<file path="src/rtl/stat_irq_pkg.sv">
package stat_irq_pkg;
  localparam int DATA_W    = 8;
  localparam int ADDR_W    = 2;
  localparam int NUM_FLAGS = 5;
  // compact flag indices
  localparam int F_TA     = 0;
  localparam int F_NNID   = 1;
  localparam int F_RECON  = 2;
  localparam int F_EXCNAK = 3;
  localparam int F_RI     = 4;
  localparam logic [DATA_W-1:0] VALID_BITS = 8'h8F;
  localparam logic [ADDR_W-1:0] OFS_MASK = 2'd0;
  localparam logic [ADDR_W-1:0] OFS_CMD  = 2'd1;
  localparam logic [ADDR_W-1:0] OFS_STAT = 2'd2;
  localparam logic [ADDR_W-1:0] OFS_NID  = 2'd3;
  typedef enum logic [2:0] {
    OP_NONE   = 3'b000,
    OP_CLRFLG = 3'b001,
    OP_EN_TX  = 3'b010,
    OP_EN_RX  = 3'b011
  } cmd_op_e;
endpackage

</file>
<file path="src/rtl/irq_flag_bank.sv">
module irq_flag_bank #(
  parameter int N = 5
) (
  input  logic         clk_i,
  input  logic         rst_ni,
  input  logic [N-1:0] set_i,
  input  logic [N-1:0] clr_i,
  output logic [N-1:0] flag_o
);
  for (genvar i = 0; i < N; i++) begin : g_flag
    logic q;
    always_ff @(posedge clk_i or negedge rst_ni) begin
      if (!rst_ni)       q <= 1'b0;
      else if (set_i[i]) q <= 1'b1;   // set has priority
      else if (clr_i[i]) q <= 1'b0;
    end
    assign flag_o[i] = q;

    a_r9_set_wins: assert property (@(posedge clk_i) disable iff (!rst_ni)
      set_i[i] |=> flag_o[i]);
    a_r6_clear_drops: assert property (@(posedge clk_i) disable iff (!rst_ni)
      (clr_i[i] && !set_i[i]) |=> !flag_o[i]);
  end
endmodule

</file>
<file path="src/rtl/irq_mask_reg.sv">
module irq_mask_reg #(
  parameter int W = 8,
  parameter logic [W-1:0] VALID = '1
) (
  input  logic         clk_i,
  input  logic         rst_ni,
  input  logic         we_i,
  input  logic [W-1:0] wdata_i,
  output logic [W-1:0] mask_o
);
  logic [W-1:0] mask_q;
  always_ff @(posedge clk_i or negedge rst_ni) begin
    if (!rst_ni)   mask_q <= '0;
    else if (we_i) mask_q <= wdata_i & VALID;
  end
  assign mask_o = mask_q;

  a_r2_mask_store: assert property (@(posedge clk_i) disable iff (!rst_ni)
    we_i |=> (mask_o == ($past(wdata_i) & VALID)));
  a_r10_mask_hold: assert property (@(posedge clk_i) disable iff (!rst_ni)
    !we_i |=> $stable(mask_o));
endmodule

</file>
<file path="src/rtl/irq_clr_decode.sv">
module irq_clr_decode
  import stat_irq_pkg::*;
(
  input  logic              wr_en_i,
  input  logic              rd_en_i,
  input  logic [ADDR_W-1:0] addr_i,
  input  logic [4:0]        cmd_i,
  output logic [NUM_FLAGS-1:0] clr_o
);
  cmd_op_e op;
  assign op = cmd_op_e'(cmd_i[2:0]);

  always_comb begin
    clr_o = '0;
    if (wr_en_i && addr_i == OFS_CMD) begin
      unique case (op)
        OP_CLRFLG: begin
          clr_o[F_RECON]  = cmd_i[3];
          clr_o[F_EXCNAK] = cmd_i[4];
        end
        OP_EN_TX: clr_o[F_TA] = 1'b1;
        OP_EN_RX: clr_o[F_RI] = 1'b1;
        default:  clr_o = '0;
      endcase
    end
    if (rd_en_i && addr_i == OFS_NID) clr_o[F_NNID] = 1'b1;
  end
endmodule

</file>
<file path="src/rtl/stat_irq_ctrl.sv">
module stat_irq_ctrl
  import stat_irq_pkg::*;
(
  input  logic              clk_i,
  input  logic              rst_ni,
  input  logic              set_ri_i,
  input  logic              set_excnak_i,
  input  logic              set_recon_i,
  input  logic              set_nnid_i,
  input  logic              set_ta_i,
  input  logic              wr_en_i,
  input  logic              rd_en_i,
  input  logic [ADDR_W-1:0] addr_i,
  input  logic [DATA_W-1:0] wdata_i,
  input  logic [DATA_W-1:0] next_id_i,
  output logic [DATA_W-1:0] rdata_o,
  output logic              irq_o
);
  logic [NUM_FLAGS-1:0] set_v, clr_v, flag_v, mask_v;
  logic [DATA_W-1:0]    mask_q, stat_b;
  logic                 irq_q;

  always_comb begin
    set_v = '0;
    set_v[F_RI]     = set_ri_i;
    set_v[F_EXCNAK] = set_excnak_i;
    set_v[F_RECON]  = set_recon_i;
    set_v[F_NNID]   = set_nnid_i;
    set_v[F_TA]     = set_ta_i;
  end

  irq_clr_decode u_dec (
    .wr_en_i (wr_en_i),
    .rd_en_i (rd_en_i),
    .addr_i  (addr_i),
    .cmd_i   (wdata_i[4:0]),
    .clr_o   (clr_v)
  );

  irq_flag_bank #(.N(NUM_FLAGS)) u_flags (
    .clk_i  (clk_i),
    .rst_ni (rst_ni),
    .set_i  (set_v),
    .clr_i  (clr_v),
    .flag_o (flag_v)
  );

  irq_mask_reg #(.W(DATA_W), .VALID(VALID_BITS)) u_mask (
    .clk_i   (clk_i),
    .rst_ni  (rst_ni),
    .we_i    (wr_en_i && addr_i == OFS_MASK),
    .wdata_i (wdata_i),
    .mask_o  (mask_q)
  );

  // status byte layout: RI at 7, flags 3..0 in place
  assign stat_b = {flag_v[F_RI], 3'b000, flag_v[F_EXCNAK], flag_v[F_RECON],
                   flag_v[F_NNID], flag_v[F_TA]};
  assign mask_v = {mask_q[7], mask_q[3:0]};

  always_ff @(posedge clk_i or negedge rst_ni) begin
    if (!rst_ni) irq_q <= 1'b0;
    else         irq_q <= |(flag_v & mask_v);
  end
  assign irq_o = irq_q;

  always_comb begin
    unique case (addr_i)
      OFS_MASK: rdata_o = mask_q;
      OFS_STAT: rdata_o = stat_b;
      OFS_NID:  rdata_o = next_id_i;
      default:  rdata_o = '0;
    endcase
  end

  a_r3_stat_clean: assert property (@(posedge clk_i) disable iff (!rst_ni)
    (addr_i == OFS_STAT) |-> ((rdata_o & ~VALID_BITS) == '0));
  a_r5_masked_quiet: assert property (@(posedge clk_i) disable iff (!rst_ni)
    (wr_en_i && addr_i == OFS_MASK && wdata_i == '0) |=> ##1 !irq_o);
  a_r4_no_source_no_irq: assert property (@(posedge clk_i) disable iff (!rst_ni)
    (mask_q == '0) |=> !irq_o);
endmodule

</file>
<file path="config.mk">
export PLATFORM = sky130hd
export DESIGN_NAME = stat_irq_ctrl
export DESIGN_NICKNAME = d
export VERILOG_FILES = /design/src/rtl/stat_irq_pkg.sv /design/src/rtl/irq_flag_bank.sv /design/src/rtl/irq_mask_reg.sv /design/src/rtl/irq_clr_decode.sv /design/src/rtl/stat_irq_ctrl.sv
export SDC_FILE = /design/constraint.sdc
export NUM_CORES = 1
export LEC_CHECK = 0
export CAP_MARGIN = 5
export CORE_UTILIZATION = 39
export CTS_BUF_LIST = sky130_fd_sc_hd__clkbuf_16
export CTS_CLUSTER_DIAMETER = 30
export DETAILED_ROUTE_END_ITERATION = 8
export GPL_TIMING_DRIVEN = 0
export PLACE_DENSITY_LB_ADDON = 0.2
export RECOVER_POWER = 50
export SYNTH_ARGS = -nofsm -noshare
export SYNTH_HDL_FRONTEND = slang
export SYNTH_HIERARCHICAL = 1
export SYNTH_SLANG_ARGS = --single-unit
</file>
<file path="constraint.sdc">
create_clock -name clk_i -period 1.4 [get_ports clk_i]
set_input_delay 0.28 -clock clk_i [delete_from_list [all_inputs] [get_ports clk_i]]
set_output_delay 0.28 -clock clk_i [all_outputs]
set_load 0.05 [all_outputs]
</file>
# [Word level (Yosys, flattened, before mapping)]
# Cells that the tools add are included.
[word_totals] reg_bits=11 latchBits=0 mem_bits_rw=0 romBits=0 inputBits=27 out_inout_bits=9 wordCells=40 mem_count=0
[classes] addsub=0 mul=0 div_mod_pow=0 order_cmp=0 eq_ne=6 shifts=0 muxes=16 n_bitwise=1 reduce_logical=10
[ops] op="one-hot mux 8 bit (3 select lines)" count=1
[ops] op="2-to-1 mux 1 bit" count=13
[ops] op="nonzero test 2 bit" count=5
[ops] op="equality test 3 x 2 -> 1 bit, second input constant" count=2
[ops] op="AND 5 bit" count=1
[ops] op="2-to-1 mux 5 bit" count=1
[ops] op="OR reduction 5 bit" count=1
[ops] op="equality test 2 bit, second input constant" count=2
[ops] op="equality test 3 x 1 -> 1 bit, second input constant" count=1
[ops] op="logical AND 1 bit" count=3
[ops] op="equality test 2 x 1 -> 1 bit, second input constant" count=1
[ops] op="logical NOT 2 bit" count=1
[ops] op="2-to-1 mux 2 bit" count=1

# [Depth between registers and ports, before layout]
# Gate-level depths: netlist (run 1).
[depth] ltp_word=6 depth_mapped=4 depth_no_buf=4

# [Modules after synthesis]
# Netlist (run 1), hierarchy kept.
[modules_own_cells] mod="stat_irq_ctrl" n_inst=1 cells_per_inst=21 area_each_um2=222.7 seq_area_each_um2=25.0
[modules_own_cells] mod="irq_flag_bank" n_inst=1 cells_per_inst=20 area_each_um2=219.0 seq_area_each_um2=125.1
[modules_own_cells] mod="irq_mask_reg" n_inst=1 cells_per_inst=14 area_each_um2=207.7 seq_area_each_um2=125.1
[modules_own_cells] mod="irq_clr_decode" n_inst=1 cells_per_inst=9 area_each_um2=71.3 seq_area_each_um2=0.0

# [Worst setup path before layout (run 1)]
# OpenSTA, ideal clock, no wires.
[synth_timing] path_kind="input -> output" from="input port addr_i[0]" to="output port rdata_o[0]" arrival_time_ns=1.098 required_ns=1.120 setup_slack_ns=0.022 cell_stages=3 path_buffers=1 cell_sequence="buf_6 nor2_2 a22o_1"
[synth_between] elab_chain_len=2
[synth_rtl] item="start, declared" line="stat_irq_ctrl.sv:13" rtl="input logic [ADDR_W-1:0] addr_i,"
[synth_rtl] item="equality test 2 bit / logical NOT 2 bit (equally long branches)" line="stat_irq_ctrl.sv:68" rtl="unique case (addr_i)"
[synth_rtl] item="one-hot mux 8 bit (3 select lines) (*)" line="stat_irq_ctrl.sv:68"
[synth_rtl] item="end, declared" line="stat_irq_ctrl.sv:16" rtl="output logic [DATA_W-1:0] rdata_o,"
# Every way passes the cells marked *; elsewhere a longest branch is shown, timed or not.

# [Worst setup path in the final report (run 1)]
[layout_timing] from="register u_flags.g_flag[2].q" to="output port rdata_o[2]"
[layout_between] elab_chain_len=1
[layout_rtl] item="start, declared" line="irq_flag_bank.sv:11" rtl="logic q;"
[layout_rtl] item="start signal, assigned" line="irq_flag_bank.sv:13" rtl="if (!rst_ni) q <= 1'b0;"
[layout_rtl] item="start signal, assigned" line="irq_flag_bank.sv:14" rtl="else if (set_i[i]) q <= 1'b1;"
[layout_rtl] item="start signal, assigned" line="irq_flag_bank.sv:15" rtl="else if (clr_i[i]) q <= 1'b0;"
[layout_rtl] item="one-hot mux 8 bit (3 select lines)" line="stat_irq_ctrl.sv:68"
# Every way passes these cells.

==> results of run 1 <==
## worst register-to-register path, delay by kind of cell, from the launching register on
kind	cells	cell delay, ns
AO/OA/AOI/OAI	1	0.34
buffers and inverters	1	0.14
flip-flops	1	0.37
AND/OR/NAND/NOR	1	0.09
## registers in the layout, summed over array words and instances (netlist names)
register          count
irq_o                 1
u_flags/g_flag.q      5
u_mask/mask_o         5
## per-layer routing
layer,wire length [µm],part of all wire [%],vias to the layer above
li1,-,-,304
met1,665,39,295
met2,925,55,24
met3,106,6.2,0
met4,0,0,0
met5,0,0,-
## stage by stage
step / worst slack [ns] / hold WS [ns] / instance area [µm²] / utilization (%)
global route: -0.157 / 0.496 / 1210 / 69.9
floorplan: 0.0220 / -0.0156 / 728 / -
CTS: -0.157 / 0.391 / 1180 / 68.5
global placement: -1.12 / 0.461 / 1090 / 63.1
finish: -0.124 / 0.451 / 1210 / 69.9
detailed placement: -1.15 / 0.477 / 1090 / 63.1
## how the worst max path moves through the flow
stage,startpoint,to,slack [ns]
6_report,u_flags/g_flag[2].q,rdata_o[2],-0.12
2_1_floorplan,addr_i[0],rdata_o[0],0.02
3_5_place_dp,addr_i[0],rdata_o[2],-1.15
5_1_grt,u_flags/g_flag[2].q,rdata_o[2],-0.16
4_1_cts,next_id_i[2],rdata_o[2],-0.16
3_3_place_gp,addr_i[0],rdata_o[3],-1.12
## Yosys cell counts (all sizes together), types with 2 or more instances
master / n
and2: 2
nand2: 4
a21o: 5
nor2: 2
nor3: 2
buf: 9
a22o: 8
dfrtp: 11
mux2: 10
inv: 5
## cells by family after synthesis
family | Yosys count | share of synthesized area [%]
AO/OA/AOI/OAI | 15 | 17.4
buffers and inverters | 14 | 12.5
flip-flops | 11 | 38.2
multiplexers | 10 | 18.2
other | 1 | 0.520
AND/OR/NAND/NOR | 13 | 13.2
## report_power, final
part / internal [W] / switching (W) / total, W
clock: 0.000374 / 0.000129 / 0.000502
combinational: 0.000182 / 0.000164 / 0.000346
sequential: 0.000352 / 0.0000267 / 0.000379
## repair_timing
action / in CTS / in global routing
pin swaps: 2 / 4
endpoints found under the hold margin: 0 / 0
gates resized for setup: 71 / 4
endpoints found under the setup margin: 16 / 13
buffers inserted: 7 / 2
## final cells by class
type	instances	share of cell area (%)
inverters	5	1.55
plain buffers	4	3.11
multi-input cells	41	30.6
well taps	25	2.59
flip-flops and latches	11	22.8
repair buffers	42	32.8
clock inverters	1	0.311
clock buffers	3	6.22
==> results.toml, run 1 <==
[critical_path]
worstPathBufferInverterCount = 1
cp_data_required_time_ns = 1.12
worstSetupPathDepth = 3
max_stage_delay_ns = 0.39
worst-setup-path-type = "reg2out"
cp.arrival_ns = 1.24
r2r_start = "u_flags/g_flag[3].q"
worst_setup_path_end_kind = "output pin"
r2r_end = "irq_o"
r2r_cells = 3
reg2reg_setup_slack_ns = 0.33
crit_fanout = 3
worst_path_max_delay_cell = "dfrtp_1"
startpoint_type = "flip-flop"
cpLargestDelayFamily = "flip-flops"
path_cells = "mux2_4 > a22o_1 > buf_6"

[timing]
fin_setup_tns_ns = -0.527
min_period_ns = 1.52
setup_slack_ns = -0.124
finalClockSkew_ns = 0.00301
maxSlewHeadroom_pct = 66.6
finalCritPeriodShare_pct = 109
finalSetupViolCount = 5
rsz0062_at_grt = "yes"
hold_viol = 0
fmax_ghz = 0.656
slew_viol_final = 0
max_slew.worst_pin.slew_ns = 0.499

[clocking]
numCtsBuffers = 3
cts_tree = "done"
clk_path_buf_depth = 2
clkSlewWorstSetupHoldPaths_ns = 0.04
root_buffer = "clkbuf_16"
htreeDepth = 1
clk_latency_ns = 0.23
holdBufCountCts = 0
clock-sinks = 11

[floorplanning]
rows = 15
dieArea_um2 = 2020
core_area_um2 = 1730
num_io_pins = 36
die_h_um = 45.0
die_x_um = 45.0
initial_utilization_pct = 41.7

[outcome]
violations = "negative setup slack"
status = "finished, violations left"

[global_route]
use_met1_pct = 21.8
grt_busiest_layer = "met2"
grt-ovfl-total = 0
grt_usage_pct = 18.1
grt_pass1_vias = 579
globalRouteMet2Util_pct = 31.3
grt_antenna_before_repair = 0
grt_pass1_wl_mm = 2.55
grt_max_degree = 12
met3_usage_pct = 4.00

[place]
place.gp.congestion = 0.761
placement.io_buffers = 33
dp_cells = 124
place_hpwl_mm = 1.30

[final_layout]
final_common_cell = "clkdlybuf4s50_1"
fin_nets = 135
final_cells = 132
ff_latch_area_um2 = 275
layout_common_cells = "clkdlybuf4s50_1, buf_4, dfrtp_1"
area.growth.synth_to_final_pct = 67.5
nFillCells = 142
multi_input_area_um2 = 369
diodes = 0
final_layout_size_suffix_gt1_share_pct = 38.3

[yosys]
synthArstFlopShare_pct = 100
yosysTopAreaCell = "dfrtp_1"
synth_seq_cells = 11
synth_enable_flop_cells = 0
synth_flop_cell = "dfrtp_1"
synth_cells = 64
yosysTopAreaCellShare_pct = 38.2
ys_types = 20
synth_area_per_cell_um2 = 11.3
synth_area_leaders = "dfrtp_1, mux2_4, a22o_1"
syn_area_um2 = 721
yosysWarnings = 6
ys_seq_area_share_pct = 38.2

[drt]
routed_wl_mm = 1.70
drt_iter0_markers = 31
num_vias = 623
ant_nets = 0
firstDrtPassIters = 4
viasPerCell = 4.72
avgRoutedWirePerCell_um = 12.9
drc = 0

[pwr]
power_density_nw_per_um2 = 1020
peakVddDrop_mv = 0.922
finalPower_w = 0.00123
leakagePower_nw = 0.536

[run]
max_cap_violations = 0

[min_path]
hp-class = "in2async"
Note: power is estimated with default switching activity, not from simulation.
==> inputs of run 2 (changes only) <==
Settings changed: CTS_CLUSTER_SIZE set to 20.
==> results of run 2 <==
Final layout, timing and power as in run 1 (identical DEF).
